--- config.mk ---
export PLATFORM = sky130hd
export DESIGN_NAME = cop_ldst_seq
export DESIGN_NICKNAME = d
export VERILOG_FILES = /design/src/rtl/cop_ldst_seq.sv
export SDC_FILE = /design/constraint.sdc
export NUM_CORES = 2
export LEC_CHECK = 0
export BUFFER_PORTS_ARGS = -buffer_cell sky130_fd_sc_hd__buf_2
export CAP_MARGIN = 0
export CELL_PAD_IN_SITES_DETAIL_PLACEMENT = 0
export CELL_PAD_IN_SITES_GLOBAL_PLACEMENT = 1
export CORE_UTILIZATION = 48
export DETAILED_ROUTE_END_ITERATION = 16
export PLACE_DENSITY_LB_ADDON = 0.2
export SETUP_SLACK_MARGIN = 0.4
export SLEW_MARGIN = 20
export SYNTH_ARGS = -nofsm -noshare
export SYNTH_HDL_FRONTEND = slang
export SYNTH_SLANG_ARGS = --single-unit
export TNS_END_PERCENT = 50
--- constraint.sdc ---
create_clock -name clk -period 2.42 [get_ports clk]
set_clock_uncertainty 0.15 [all_clocks]
set_input_delay 0.121 -clock clk [delete_from_list [all_inputs] [get_ports clk]]
set_output_delay 0.121 -clock clk [all_outputs]
set_load 0.03 [all_outputs]
--- src/rtl/cop_ldst_seq.sv ---
module cop_ldst_seq #(
  parameter int INSTR_W  = 32,
  parameter int WORD_W   = 32,
  parameter int NUM_REGS = 16,
  parameter int IDX_LSB  = 12,
  parameter int LONG_BIT = 22
) (
  input  logic                        clk,
  input  logic                        rst_n,
  input  logic [INSTR_W-1:0]          instr,
  input  logic                        data_cyc,
  input  logic                        is_load,
  input  logic                        is_float,
  input  logic                        big_end,
  input  logic [WORD_W-1:0]           bus_in,
  output logic [WORD_W-1:0]           bus_out,
  output logic                        resp_inc,
  output logic                        wr_en,
  output logic [$clog2(NUM_REGS)-1:0] wr_idx,
  output logic                        wr_hi_en,
  output logic                        wr_lo_en,
  output logic [2*WORD_W-1:0]         wr_data
);
  localparam int IDX_W = $clog2(NUM_REGS);
  localparam int REG_W = 2 * WORD_W;

  logic [REG_W-1:0] rf [NUM_REGS];
  logic             beat_q;
  logic             long_x;
  logic             hi_sel;
  logic [IDX_W-1:0] idx;
  logic             unused_instr;

  assign long_x       = instr[LONG_BIT];
  assign idx          = instr[IDX_LSB +: IDX_W];
  assign unused_instr = ^{instr[INSTR_W-1:LONG_BIT+1], instr[LONG_BIT-1:IDX_LSB+IDX_W], instr[IDX_LSB-1:0]};

  // Half selected by this beat: endian order for pairs, unit choice for singles.
  assign hi_sel   = long_x ? (big_end ^ beat_q) : is_float;

  assign resp_inc = data_cyc & long_x & ~beat_q;
  assign wr_en    = data_cyc & is_load;
  assign wr_idx   = idx;
  assign wr_hi_en = wr_en & (hi_sel | (~long_x & ~is_float));
  assign wr_lo_en = wr_en & ~hi_sel;
  assign wr_data  = (long_x | is_float) ? {bus_in, bus_in}
                                        : {{WORD_W{bus_in[WORD_W-1]}}, bus_in};
  assign bus_out  = (data_cyc & ~is_load)
                  ? (hi_sel ? rf[idx][REG_W-1:WORD_W] : rf[idx][WORD_W-1:0])
                  : '0;

  always_ff @(posedge clk or negedge rst_n) begin
    if (!rst_n)                  beat_q <= 1'b0;
    else if (data_cyc && long_x) beat_q <= ~beat_q;
    else                         beat_q <= 1'b0;
  end

  for (genvar g = 0; g < NUM_REGS; g++) begin : g_reg
    always_ff @(posedge clk or negedge rst_n) begin
      if (!rst_n) begin
        rf[g] <= '0;
      end else if (wr_en && wr_idx == IDX_W'(g)) begin
        if (wr_hi_en) rf[g][REG_W-1:WORD_W] <= wr_data[REG_W-1:WORD_W];
        if (wr_lo_en) rf[g][WORD_W-1:0]     <= wr_data[WORD_W-1:0];
      end
    end
  end

  AST_IDLE_QUIET: assert property (@(posedge clk) disable iff (!rst_n)
    !data_cyc |-> (!resp_inc && !wr_en));
  AST_IDLE_RESTART: assert property (@(posedge clk) disable iff (!rst_n)
    !data_cyc |=> (!(data_cyc && instr[LONG_BIT]) || resp_inc));
  AST_SECOND_DONE: assert property (@(posedge clk) disable iff (!rst_n)
    (data_cyc && resp_inc) |=> !resp_inc);
  AST_FIRST_ORDER: assert property (@(posedge clk) disable iff (!rst_n)
    (resp_inc && is_load) |-> (wr_hi_en == big_end));
  AST_ONE_HALF: assert property (@(posedge clk) disable iff (!rst_n)
    (wr_en && instr[LONG_BIT]) |-> ($countones({wr_hi_en, wr_lo_en}) == 1));
  AST_FLOAT_UPPER: assert property (@(posedge clk) disable iff (!rst_n)
    (wr_en && is_float && !instr[LONG_BIT]) |-> (wr_hi_en && !wr_lo_en));
endmodule

Yosys cells after proc, flatten, opt, wreduce, memory -nomap -nowiden. Cells that the tools add are included.

Add/subtract/negate cells: 0. Multipliers: 0. Mux-type cells: 8. $lt $le $gt $ge: 1. Equality and inequality tests: 15. Bitwise operators: 16. Reduce and logical (&&, ||, !) cells: 50. Shifts and indexed selects: 0. Div/mod/pow operators: 0.

Operator list (count): $bmux W64 S4 (1); $mux W64 (2); $mux W32 (2); $reduce_and A2 Y1 (32); $mux W63 (1); $eq A4 B4 Y1 const B (8); $logic_and A1 B1 Y1 (17); $eq A4 B3 Y1 const B (4); $eq A4 B2 Y1 const B (2); $and A1 B1 Y1 (7); $ge A5 B5 Y1 const B (1); $not A1 Y1 (5); $not A4 Y5 (1); $eq A4 B1 Y1 const B (1); $logic_not A4 Y1 (1); $mux W1 (2); $or A1 B1 Y1 (2); $xor A1 B1 Y1 (1).

Latch bits: 0. Memory bits (writable): 0. Memories kept: 0. Output and inout port bits: 104. Bits in read-only memories: 0. Flip-flop bits (word level): 1025. Logic and storage cells: 123. Bits of input ports: 70.

Depth between registers and ports, before layout.
Depth in word-level cells: 6. Depth in mapped cells: 9. Gate-level depth less buffers: 5.

Least setup slack after synthesis. No wires, ideal clock.

Path type: flip-flop to output port. Start: register beat_q. End: output bus_out[20]. Arrival time: 2.211 ns. Cell stages (with the launch flop): 9. Setup slack: -0.062 ns. Buffers on the path: 3. Required time: 2.149 ns. Cells stage by stage: dfrtp_1 > xor2_1 > o21ai_2 > buf_4 > buf_4 > buf_2 > o221ai_1 > a21oi_1 > a211oi_1.

Word-level cells in the longest chain between the ends: 4.

Ends and longest elaborated chain: start: declaration (line 28) `logic beat_q;`; start signal: assignment (line 54) `else if (data_cyc && long_x) beat_q <= ~beat_q;`; $xor A1 B1 Y1 (line 39) `assign hi_sel = long_x ? (big_end ^ beat_q) : is_float;`; $mux W1 (line 39); $mux W32 (2 in a row) (line 49) `? (hi_sel ? rf[idx][REG_W-1:WORD_W] : rf[idx][WORD_W-1:0])`; end: declaration (line 16) `output logic [WORD_W-1:0] bus_out,`.

No other way between the ends.

Worst setup path in the final report.
Start: register beat_q. End: output bus_out[9].

The elaborated chain is that of the path after synthesis.

==> flow_summary.rst <==
.. list-table::
   :header-rows: 1

   * - Metric
     - Value
   * - Required @ worst endpoint
     - 2150 ps
   * - Min-Delay Endpoint
     - rf[298]
   * - Final hold slack
     - 17.9 ps
   * - Critical Path Start Type
     - flip-flop
   * - Global-route wire length before repair
     - 210,000 um
   * - Post-route antenna net violation count
     - 0
   * - Port Buffers
     - 146
   * - Mean area per synthesized cell
     - 12.5 sq um
   * - Half-perimeter wire length after placement
     - 89,100 um
   * - Effective utilization at floorplan
     - 0.486
   * - Post-synth EDFFs
     - 0
   * - Relative slew slack
     - 0.322
   * - Leakage
     - 26.6 nW
   * - Crit path DAT
     - 2670 ps
   * - Top library cells by usage in the layout, fill and taps aside
     - 1,025 x sky130_fd_sc_hd__dfrtp_1, 532 x sky130_fd_sc_hd__a21oi_1, 522 x sky130_fd_sc_hd__nor2_1
   * - Net Sw Frac
     - 0.270
   * - Setup repair after global routing missed its margin
     - yes
   * - Number of max-capacitance violations reported
     - 0
   * - Ys flop type
     - sky130_fd_sc_hd__dfrtp_1
   * - Combined global-route utilization of all metal layers
     - 0.283
   * - Post-Syn Nets
     - 3,754
   * - Cell family contributing the most delay on the critical path
     - compound AO/OA/AOI/OAI gates
   * - Post-synthesis instance total
     - 3,684
   * - GRT overflow
     - 0
   * - Via count
     - 32.1k
   * - Hold Path Class
     - in -> reg
   * - Average wire per cell in the routed design
     - 26.1 um
   * - CTS H-Tree Depth
     - 3
   * - Setup slack of the most critical reg-to-reg path
     - -340 ps
   * - YS warnings
     - 0
   * - Part of the Yosys area used for sequential elements
     - 0.555
   * - P_sw
     - 13.4 mW
   * - Category of the most critical setup path
     - reg -> out
   * - Share of cells above drive strength 1
     - 0.385
   * - Library cell appearing most often on the critical path
     - sky130_fd_sc_hd__buf_4
   * - Number of register bits inferred by synthesis
     - 1,025
   * - Starting DRC count in detailed routing
     - 2,666
   * - Total Neg Setup Slack
     - -75,820 ps
   * - Total count of hold-check failures in the final report
     - 0
   * - Internal portion of total power
     - 36.3 mW
   * - Clk slew on worst S/H paths
     - 60 ps
   * - Maximum buffer depth of the clock tree
     - 3
   * - Fill count
     - 7,177
   * - Violated checks
     - negative setup slack
   * - Power Dens Cells
     - 851 nW/um^2
   * - Yosys top cell by area
     - sky130_fd_sc_hd__dfrtp_1
   * - Pin count of the biggest net entering global routing
     - 119
   * - Max stage delay cell, worst path
     - sky130_fd_sc_hd__a211oi_2
   * - Actual slew at the worst max-slew pin
     - 1020 ps
   * - Kind of end point of the critical path
     - output port
   * - Ys async rst share
     - 1.00
   * - Area share of the largest cell type after synthesis
     - 0.555
   * - Part of the power in the clock network
     - 0.360
   * - Achievable frequency
     - 340 MHz
   * - Last weighted congestion value of the routability-driven placer
     - 0.856
   * - Number of buffers created by CTS
     - 107
   * - Part of the cycle the worst path needs
     - 1.22
   * - Post-route DRC
     - 0
   * - Crit-path cells
     - xor2_2, o21ai_4, buf_12, a2111oi_2, buf_4, a211oi_2, buf_4
   * - IO Count
     - 174
   * - Beginning of the worst hold path
     - bus_in[10]
   * - Min setup slack post-route
     - -524 ps
   * - Post-detailed-route via-to-cell ratio
     - 5.93
   * - Worst hold path depth
     - 4
   * - Launch instance of the worst register-to-register path
     - beat_q
   * - First drt pass iteration count
     - 5
   * - Total number of clock tree sinks
     - 1,025
   * - Capture point of the worst reg-to-reg path
     - rf[20]
   * - Post-Route WL
     - 141,000 um
   * - Post-synthesis to final-layout area growth
     - 26.3%
   * - Total Power
     - 49.7 mW
   * - Result of the run
     - complete, but fails checks
   * - Combined buffer and inverter count along the critical path
     - 3
   * - Initial antenna violation count
     - 7
   * - Number of rows in the core area
     - 113
   * - Die extent in y
     - 312 um
   * - CTS tree
     - yes
   * - Final setup fails
     - 438
   * - Area of the core
     - 95,200 sq um
   * - Post-synthesis instance area
     - 46,200 sq um
   * - Fraction of power consumed by combinational cells
     - 0.190
   * - Ranking of synthesized cells by area
     - sky130_fd_sc_hd__dfrtp_1 55%, sky130_fd_sc_hd__mux2_2 12%, sky130_fd_sc_hd__mux4_2 7.8%, sky130_fd_sc_hd__a21oi_1 6.1%, sky130_fd_sc_hd__mux2i_1 4.8%
   * - Register-to-Register Path Depth
     - 14
   * - Largest fanout of any net on the critical path
     - 15
   * - Number of pins with negative max-slew slack in the final report
     - 0
   * - Area of the die
     - 97,500 sq um
   * - Number of nets in the final layout
     - 4,118
   * - Horizontal extent of the die
     - 312 um
   * - Seq pwr share
     - 0.449
   * - Synth cell types
     - 45
   * - Crit-path max cell delay
     - 420 ps
   * - Clock root buffer master
     - sky130_fd_sc_hd__clkbuf_16
   * - Most common cell after layout, fill and taps aside
     - sky130_fd_sc_hd__dfrtp_1
   * - Later-pin clock latency in the skew report
     - 680 ps
   * - Final critical path time including I/O delays and setup
     - 2940 ps
   * - Number of global-route vias before repair
     - 33.9k
   * - Peak ir drop on the vdd network
     - 665 uV
-- stage by stage --
step / setup WS, ps / utilization / area, sq um / instances
3_5_place_dp: -349 / 0.542 / 51500 / 5091
4_1_cts: -527 / 0.598 / 56900 / 5357
3_3_place_gp: -371 / 0.542 / 51500 / 5091
6_report: -524 / 0.613 / 58400 / 5405
5_1_grt: -578 / 0.613 / 58400 / 5405
2_1_floorplan: 295 / - / 46800 / 3684
-- Yosys cell counts, drive strengths merged (2+ instances only) --
library cell and n:
dfrtp 1025, a21oi 559, nor2 549, mux2 528, buf 242, mux2i 221, mux4 161, clkbuf 129
a211oi 34, inv 34, o21ai 34, o221ai 32, o22ai 32, a2111oi 31, a221oi 31, nor3 9
nand2 8, nand2b 4, nand3 4, nand3b 3, nor2b 3, and2 2, nand4b 2
-- layer usage --
metal	track usage	wire length, um	up-vias	part of all wire
met3	0.0512	9080	212	0.064
met1	0.394	60700	16900	0.43
met4	0.0876	3830	4	0.027
li1	-	-	13900	-
met5	0	27	-	0.00019
met2	0.453	67600	1022	0.48
-- how the worst max path moves through the flow --
stage,from,end,slack [ps],cells past startpoint
global placement,instr[13],bus_out[20],-370,10
CTS,rf[550],bus_out[6],-530,8
floorplan,beat_q,bus_out[21],290,8
global route,rf[547],bus_out[3],-580,7
detailed placement,instr[13],bus_out[20],-350,10
finish,beat_q,bus_out[9],-520,7
-- power groups by stage --
| stage | Combinational [mW] | Clock [mW] | Sequential, mW |
|---|---|---|---|
| 2_1_floorplan | 5.93 | 0 | 21.9 |
| 3_3_place_gp | 8.11 | 0 | 22.2 |
| 3_5_place_dp | 8.48 | 0 | 22.5 |
| 4_1_cts | 9.01 | 18.1 | 22.2 |
| 5_1_grt | 10.3 | 18.9 | 22.6 |
| 6_report | 9.45 | 17.9 | 22.3 |
-- flip-flops by register name, summed over array words and instances, names as in the netlist --
name	count
beat_q	1
rf	1024
-- cells by family after synthesis --
kind of cell	after synthesis	synth area share
buf+inv	405	0.0449
flops	1025	0.555
compound gates	755	0.0924
simple gates	588	0.0527
xor+xnor	1	0.000190
mux	910	0.255
-- repair_timing --
item | CTS | global route
pin swaps | 44 | 22
buffers inserted | 13 | 25
gates cloned | 4 | 13
hold buffers | 51 | 7
hold endpoints to repair | 1563 | 31
setup endpoints to repair | 937 | 1066
gates resized for setup | 185 | 198
-- worst min-delay path, cell delays in order --
cell and delay [ps]:
sky130_fd_sc_hd__buf_2 200, sky130_fd_sc_hd__a21oi_2 180, sky130_fd_sc_hd__buf_4 180, sky130_fd_sc_hd__a21oi_1 110
-- cell type report --
cell class              count  area (sq um)  share of cell area
repair buffers            626          6730               0.115
inverters                  34           128             0.00219
clock inverters            51           737              0.0126
multi-input cells        2254         20400               0.350
flip-flops and latches   1025         25600               0.440
diodes                      3          7.51            0.000129
clock buffers             147          3120              0.0535
well taps                1265          1580              0.0271
Power figures use the tool's default switching activity.
